===== src/rtl/cfg_port_ser.sv =====
module cfg_port_ser #(
  parameter int W    = 8,
  parameter int SYNC = 2
) (
  input  logic         clk,
  input  logic         rst_n,
  input  logic         wr_n,
  input  logic         cs0_n,
  input  logic         cs1,
  input  logic         rd_n,
  input  logic [W-1:0] host_d,
  output logic         rdy,
  output logic         d7_out,
  output logic         d7_en,
  output logic         dout,
  output logic         overrun
);
  localparam int CW = (W > 1) ? $clog2(W) : 1;

  logic [SYNC-1:0] wa_sync;
  logic [W-1:0]    d_sync [SYNC];
  logic            wa_prev;
  logic            take;
  logic            busy;
  logic [W-1:0]    sh;
  logic [CW-1:0]   idx;

  wire wa_raw = ~wr_n & ~cs0_n & cs1;

  always_ff @(posedge clk) begin
    if (!rst_n) begin
      wa_sync <= '0;
      wa_prev <= 1'b0;
      for (int i = 0; i < SYNC; i++) d_sync[i] <= '0;
    end else begin
      wa_sync   <= {wa_sync[SYNC-2:0], wa_raw};
      wa_prev   <= wa_sync[SYNC-1];
      d_sync[0] <= host_d;
      for (int i = 1; i < SYNC; i++) d_sync[i] <= d_sync[i-1];
    end
  end

  assign take = wa_prev & ~wa_sync[SYNC-1];

  always_ff @(posedge clk) begin
    if (!rst_n) begin
      busy    <= 1'b0;
      sh      <= '0;
      idx     <= '0;
      overrun <= 1'b0;
    end else begin
      if (take && busy) overrun <= 1'b1;
      if (take && !busy) begin
        sh   <= d_sync[SYNC-1];
        idx  <= '0;
        busy <= 1'b1;
      end else if (busy) begin
        if (idx == CW'(W-1)) busy <= 1'b0;
        else                 idx  <= idx + 1'b1;
      end
    end
  end

  always_ff @(negedge clk) begin
    if (!rst_n)    dout <= 1'b0;
    else if (busy) dout <= sh[idx];
  end

  assign rdy    = ~busy;
  assign d7_en  = ~rd_n;
  assign d7_out = ~rd_n & ~busy;
endmodule


===== config.mk =====
export PLATFORM = sky130hd
export DESIGN_NAME = cfg_port_ser
export DESIGN_NICKNAME = d
export VERILOG_FILES = /design/src/rtl/cfg_port_ser.sv
export SDC_FILE = /design/constraint.sdc
export NUM_CORES = 1
export LEC_CHECK = 0
export BUFFER_PORTS_ARGS = -buffer_cell sky130_fd_sc_hd__buf_2
export CORE_MARGIN = 5
export CORE_UTILIZATION = 45
export DETAILED_ROUTE_END_ITERATION = 8
export PLACE_DENSITY_LB_ADDON = 0.08
export SKIP_LAST_GASP = 1
export SLEW_MARGIN = 20
export SYNTH_ARGS = -nofsm -noshare
export SYNTH_HDL_FRONTEND = slang
export SYNTH_SLANG_ARGS = --single-unit

===== constraint.sdc =====
create_clock -name clk -period 1.85 [get_ports clk]
set_clock_uncertainty 0.05 [all_clocks]
set_input_delay 0.37 -clock clk [delete_from_list [all_inputs] [get_ports clk]]
set_output_delay 0.37 -clock clk [all_outputs]
set_load 0.01 [all_outputs]

==> impl_metrics.env, run 1 <==
export IMPL_postCtsSetupRepairBufs=0
export IMPL_p_total_mw=1.34
export IMPL_switchingPower_mw=0.260
export IMPL_final_core_util_pct=56.0
export IMPL_switching_share_pct=19.4
export IMPL_rr_worst_depth=3
export IMPL_drv_cap=0
export IMPL_crit_path_end="dout"
export IMPL_worst_r2r_setup_slack_ns=-0.22
export IMPL_timing_rr_start="idx[0]$_SDFFE_PP0P_"
export IMPL_cpPeakStageDelay_ns=0.31
export IMPL_cp_num_cells=1
export IMPL_gp_congestion=0.661
export IMPL_clkPwrFrac_pct=41.7
export IMPL_worstMarginPinSlew_ns=0.370
export IMPL_grt_ovfl_total=0
export IMPL_status="complete, but fails checks"
export IMPL_drt_pass1_iter_count=2
export IMPL_dieHeight_um=60.3
export IMPL_p_per_area_nw_per_um2=976
export IMPL_vias=698
export IMPL_yosysWarningCount=0
export IMPL_internal_power_mw=1.08
export IMPL_gr_usage_met3_pct=4.68
export IMPL_hold_depth=2
export IMPL_drive_gt1_share_pct=28.2
export IMPL_setup_violations=2
export IMPL_n_antenna_cell=0
export IMPL_hold_violations=0
export IMPL_synthFlopType="dfxtp_1"
export IMPL_final_nets=139
export IMPL_io_buffer_count=18
export IMPL_synthCells=98
export IMPL_end_kind="primary output"
export IMPL_drc_errors=0
export IMPL_cts_tree="done"
export IMPL_wl_mm=1.57
export IMPL_critical_path_top_delay_family="flip-flops"
export IMPL_sequentialPowerShare_pct=54.7
export IMPL_coreArea_um2=2450
export IMPL_ios=19
export IMPL_rr_endpoint="dout$_SDFFE_NN0P_"
export IMPL_drtIter0Drc=11
export IMPL_die_w_um=60.3
export IMPL_fillerInstances=216
export IMPL_slew_headroom_pct=75.3
export IMPL_final_cell_mix="dfxtp_1 (31), and2_1 (18), buf_2 (17)"
export IMPL_clock_sinks=33
export IMPL_rsz0062_at_grt="yes"
export IMPL_ys_seq_elements=33
export IMPL_detail_route_antenna_nets=0
export IMPL_min_from="wr_n"
export IMPL_grt_pass1_wl_mm=2.85
export IMPL_worstSetupPathType="register to primary output"
export IMPL_grt_pass1_vias=728
export IMPL_cts_path_max_buffers=2
export IMPL_cts_root_buffer="clkbuf_4"
export IMPL_violations="setup timing"
export IMPL_setup_worst_path_start_class="register"
export IMPL_hp_class="primary input to register"
export IMPL_pwr_share_comb_pct=3.6
export IMPL_path_buf_inv=1
export IMPL_grt_max_degree=31
export IMPL_initial_core_util_pct=46.4
export IMPL_cts_buffers=5
export IMPL_synth_edf_count=0
export IMPL_die_area_um2=3640
export IMPL_synth_fp_nets=114
export IMPL_irDropWorstVdd_mv=0.743
export IMPL_cp_cell_sequence="buf_6"
export IMPL_drv_slew=0
export IMPL_syn2layout_area_growth_pct=20.6
export IMPL_worst_slack_ns=-0.289
export IMPL_viasPerCell=4.53
export IMPL_startpoint="dout$_SDFFE_NN0P_"
export IMPL_grt_busiest_layer="met2"
export IMPL_num_rows=18
export IMPL_dp_hpwl_mm=1.13
export IMPL_arrival_ns=1.72
export IMPL_crit_fanout=2
export IMPL_grt_use_total_pct=11.0
export IMPL_avgSynthCellArea_um2=11.6
export IMPL_cts_clk_slew_worst_paths_ns=0.10
export IMPL_grtUsageMet1_pct=10.7
export IMPL_slowest_stage="dfxtp_2"
export IMPL_antenna_found_initial=0
export IMPL_p_leak_nw=0.554
export IMPL_met2_usage_pct=19.6
export IMPL_synth_area_um2=1140
export IMPL_crit_required_ns=1.43
export IMPL_async_flop_share_pct=0
export IMPL_cts_htree_levels=2
export IMPL_wire_per_inst_um=10.2
export IMPL_ys_seq_area_share_pct=58.0
export IMPL_synth_distinct_cells=18
export IMPL_final_common_cell="dfxtp_1"
export IMPL_clk_latency_ns=0.31
==> cell families (layout without fill, tap and decap cells) <==
| family | count (synthesis) | after routing | share of synthesized area [%] |
|---|---|---|---|
| AND/OR/NAND/NOR | 35 | 35 | 18.9 |
| XOR/XNOR | 1 | 1 | 0.769 |
| flip-flops | 33 | 33 | 58.0 |
| multiplexers | 15 | 15 | 14.3 |
| adder cells (fa/ha/maj) | 2 | 2 | 2.20 |
| buffers and inverters | 8 | 34 | 3.40 |
| AO/OA/AOI/OAI | 4 | 4 | 2.52 |
==> state kept, by name, indices dropped and copies added, names as in the netlist <==
register	cells
busy	1
d_sync	16
idx	3
dout	1
wa_prev	1
overrun	1
wa_sync	2
sh	8
==> synth_stat cells (2+ instances only) <==
master     n  area share [%]
and2_1    18             9.9
clkbuf_1   3            0.99
dfxtp_1   33              58
ha_1       2             2.2
inv_1      3            0.99
mux2i_1   14              12
nor2_1     4             1.3
nor2b_1    9             4.9
nor3b_1    2             1.3
o21a_1     2             1.3
==> repair_timing <==
item,4_1_cts,5_1_grt
endpoints found under the hold margin,0,0
endpoints found under the setup margin,2,2
hold buffers,0,0
gates resized for setup,2,0
==> per-stage QoR <==
step / hold WS, ns / cell area (um2) / worst slack, ns / TNS [ns] / instances
2_1_floorplan: 0.362 / 1140 / -0.292 / -0.292 / 98
3_3_place_gp: 0.365 / 1280 / -0.219 / -0.219 / 146
3_5_place_dp: 0.369 / 1280 / -0.251 / -0.251 / 146
4_1_cts: 0.138 / 1380 / -0.296 / -0.537 / 154
5_1_grt: 0.143 / 1380 / -0.318 / -0.596 / 154
6_report: 0.152 / 1380 / -0.289 / -0.514 / 154
==> power groups by stage <==
stage	registers, mW	logic [mW]	clock network (mW)
after detailed placement	0.751	0.0492	0.00677
after CTS	0.734	0.0495	0.578
after global placement	0.750	0.0478	0.00677
after floorplan	0.749	0.0286	0.00677
final	0.734	0.0481	0.560
after global routing	0.737	0.0558	0.610
==> area by class of cell <==
type | count | area [um2] | area share [%]
Clock buffer | 6 | 51.3 | 3.73
Inverter | 2 | 7.51 | 0.546
Multi-Input combinational cell | 57 | 440 | 32.0
Sequential cell | 33 | 663 | 48.2
Clock inverter | 3 | 41.3 | 3.00
Timing Repair Buffer | 23 | 134 | 9.74
Tap cell | 30 | 37.5 | 2.73
==> routing by layer <==
layer	vias up	part of all wire, %	wire length (um)
met4	0	0.96	15
met3	2	6.5	102
met1	313	44	691
li1	367	-	-
met2	16	48	761
met5	-	0	0
==> worst reg2reg max path, cell delays in order (launching register included) <==
cell	delay [ns]
dfxtp_2	0.41
mux2i_1	0.09
mux4_2	0.47
a21oi_2	0.12
==> worst min-delay path by stage <==
stage | end | slack (ns)
detailed placement | d_sync[1][6]$_SDFF_PN0_ | 0.37
CTS | wa_sync[0]$_SDFF_PN0_ | 0.14
global route | wa_sync[0]$_SDFF_PN0_ | 0.14
finish | wa_sync[0]$_SDFF_PN0_ | 0.15
floorplan | d_sync[1][0]$_SDFF_PN0_ | 0.36
global placement | d_sync[1][7]$_SDFF_PN0_ | 0.37
(Power assumes the default switching activity.)
==> run 2, diff against run 1 <==
Settings changed: SETUP_SLACK_MARGIN set to 0.3.
==> run 2 against run 1 <==
Effect of this change:
- the flow still finishes with violations (setup timing)
- final cell count is 0.65% higher
- combinational power grew 1%
- critical path depth unchanged
- first-iteration DRC count shrank 55%
- design area is 1.1% higher
- routed wire length is 1.1% higher
- sequential share of layout area is 0.52 points lower
- flip-flop and latch count stayed put
- via count grew 0.86%
- register-to-register slack is essentially flat
- die area did not move
- largest power group unchanged
==> impl_metrics.env, run 2 (same netlist as run 1, synthesis figures left out) <==
export IMPL_rr_endpoint="dout$_SDFFE_NN0P_"
export IMPL_fillerInstances=219
export IMPL_cts_htree_levels=2
export IMPL_num_rows=18
export IMPL_grtUsageMet1_pct=10.7
export IMPL_wire_per_inst_um=10.2
export IMPL_irDropWorstVdd_mv=0.743
export IMPL_hp_class="primary input to register"
export IMPL_critical_path_top_delay_family="flip-flops"
export IMPL_clk_latency_ns=0.31
export IMPL_coreArea_um2=2450
export IMPL_n_antenna_cell=0
export IMPL_grt_use_total_pct=11.0
export IMPL_ctsHoldBuffers=0
export IMPL_crit_required_ns=1.43
export IMPL_io_buffer_count=18
export IMPL_hold_violations=0
export IMPL_slowest_stage="dfxtp_2"
export IMPL_ios=19
export IMPL_startpoint="dout$_SDFFE_NN0P_"
export IMPL_end_kind="primary output"
export IMPL_gr_usage_met3_pct=4.68
export IMPL_drt_pass1_iter_count=2
export IMPL_cts_clk_slew_worst_paths_ns=0.10
export IMPL_final_cell_mix="dfxtp_1 (31), and2_1 (18), buf_2 (17)"
export IMPL_multi_input_area_um2=448
export IMPL_dpl_cell_area_um2=1280
export IMPL_drc_errors=0
export IMPL_initial_core_util_pct=46.4
export IMPL_viasPerCell=4.54
export IMPL_largest_reg_flops=16
export IMPL_rr_worst_depth=3
export IMPL_p_total_mw=1.34
export IMPL_status="complete, but fails checks"
export IMPL_p_leak_nw=0.560
export IMPL_p_per_area_nw_per_um2=965
export IMPL_crit_fanout=2
export IMPL_drtIter0Drc=5
export IMPL_final_common_cell="dfxtp_1"
export IMPL_setup_tns_final_ns=-0.517
export IMPL_design_area_um2=1390
export IMPL_pre_cts_slack_ns=-0.251
export IMPL_worst_slack_ns=-0.285
export IMPL_rsz0062_at_grt="yes"
export IMPL_clock_sinks=33
export IMPL_cp_num_cells=1
export IMPL_vias=704
export IMPL_grt_pass1_wl_mm=2.86
export IMPL_cts_buffers=5
export IMPL_die_area_um2=3640
export IMPL_cts_path_max_buffers=2
export IMPL_drv_cap=0
export IMPL_crit_path_end="dout"
export IMPL_cpPeakStageDelay_ns=0.31
export IMPL_grt_busiest_layer="met2"
export IMPL_gp_congestion=0.661
export IMPL_die_w_um=60.3
export IMPL_grt_max_degree=31
export IMPL_drv_slew=0
export IMPL_slew_headroom_pct=85.3
export IMPL_met2_usage_pct=19.8
export IMPL_path_buf_inv=1
export IMPL_cts_tree="done"
export IMPL_worstMarginPinSlew_ns=0.220
export IMPL_syn2layout_area_growth_pct=22.0
export IMPL_grt_pass1_vias=723
export IMPL_violations="setup timing"
export IMPL_dp_hpwl_mm=1.13
export IMPL_cp_cell_sequence="buf_6"
export IMPL_arrival_ns=1.71
export IMPL_worst_r2r_setup_slack_ns=-0.23
export IMPL_setup_violations=2
export IMPL_regMostFlops="d_sync"
export IMPL_reg_top3="d_sync x16, sh x8, idx x3"
export IMPL_worstSetupPathType="register to primary output"
export IMPL_detail_route_antenna_nets=0
export IMPL_timing_rr_start="idx[0]$_SDFFE_PP0P_"
export IMPL_dieHeight_um=60.3
export IMPL_final_nets=140
export IMPL_final_core_util_pct=56.6
export IMPL_grt_ovfl_total=0
export IMPL_antenna_found_initial=0
export IMPL_seq_area_um2=663
export IMPL_cts_root_buffer="clkbuf_4"
export IMPL_setup_worst_path_start_class="register"
export IMPL_drive_gt1_share_pct=29.6
export IMPL_wl_mm=1.59
-- run 2: cell count changes in the layout (fill, tap and decap cells not counted), sizes merged --
cell / previous run / this run
buf: 23 / 24
-- run 2: worst min path at each step --
stage / from / endpoint / slack [ns] / cells past startpoint
floorplan: d_sync[0][0]$_SDFF_PN0_ / d_sync[1][0]$_SDFF_PN0_ / 0.36 / 1
global placement: d_sync[0][7]$_SDFF_PN0_ / d_sync[1][7]$_SDFF_PN0_ / 0.37 / 1
detailed placement: d_sync[0][6]$_SDFF_PN0_ / d_sync[1][6]$_SDFF_PN0_ / 0.37 / 1
CTS: cs0_n / wa_sync[0]$_SDFF_PN0_ / 0.14 / 2
global route: cs0_n / wa_sync[0]$_SDFF_PN0_ / 0.14 / 2
finish: wr_n / wa_sync[0]$_SDFF_PN0_ / 0.15 / 2
-- run 2: per-stage QoR --
stage,instances,hold slack [ns]
2_1_floorplan,98,0.362
3_3_place_gp,146,0.365
3_5_place_dp,146,0.369
4_1_cts,154,0.138
5_1_grt,155,0.143
6_report,155,0.152
-- run 2: worst reg2reg max path, stage by stage (launching register included) --
cell,delay (ns)
dfxtp_2,0.41
mux2i_1,0.09
mux4_2,0.47
a21oi_2,0.12
-- run 2: where the power goes --
group	total [mW]	switching, mW	internal [mW]
Sequential	0.734	0.00520	0.729
Clock	0.558	0.234	0.324
Combinational	0.0487	0.0195	0.0292
-- run 2: metal layers --
metal	up-vias	share of wire, %	wire length, um
li1	369	-	-
met1	317	44	694
met2	16	49	774
met3	2	6.4	102
met4	0	0.95	15
met5	-	0	0
-- run 2: area by class of cell --
| class | count | share of cell area [%] |
|---|---|---|
| Inverter | 2 | 0.540 |
| Multi-Input combinational cell | 57 | 32.2 |
| Clock inverter | 3 | 2.97 |
| Sequential cell | 33 | 47.7 |
| Clock buffer | 6 | 3.69 |
| Timing Repair Buffer | 24 | 10.2 |
| Tap cell | 30 | 2.70 |
-- run 2: timing repair --
item,CTS,global route
setup buffers,0,1
gates resized for setup,4,0
hold endpoints to repair,0,0
endpoints found under the setup margin,5,4
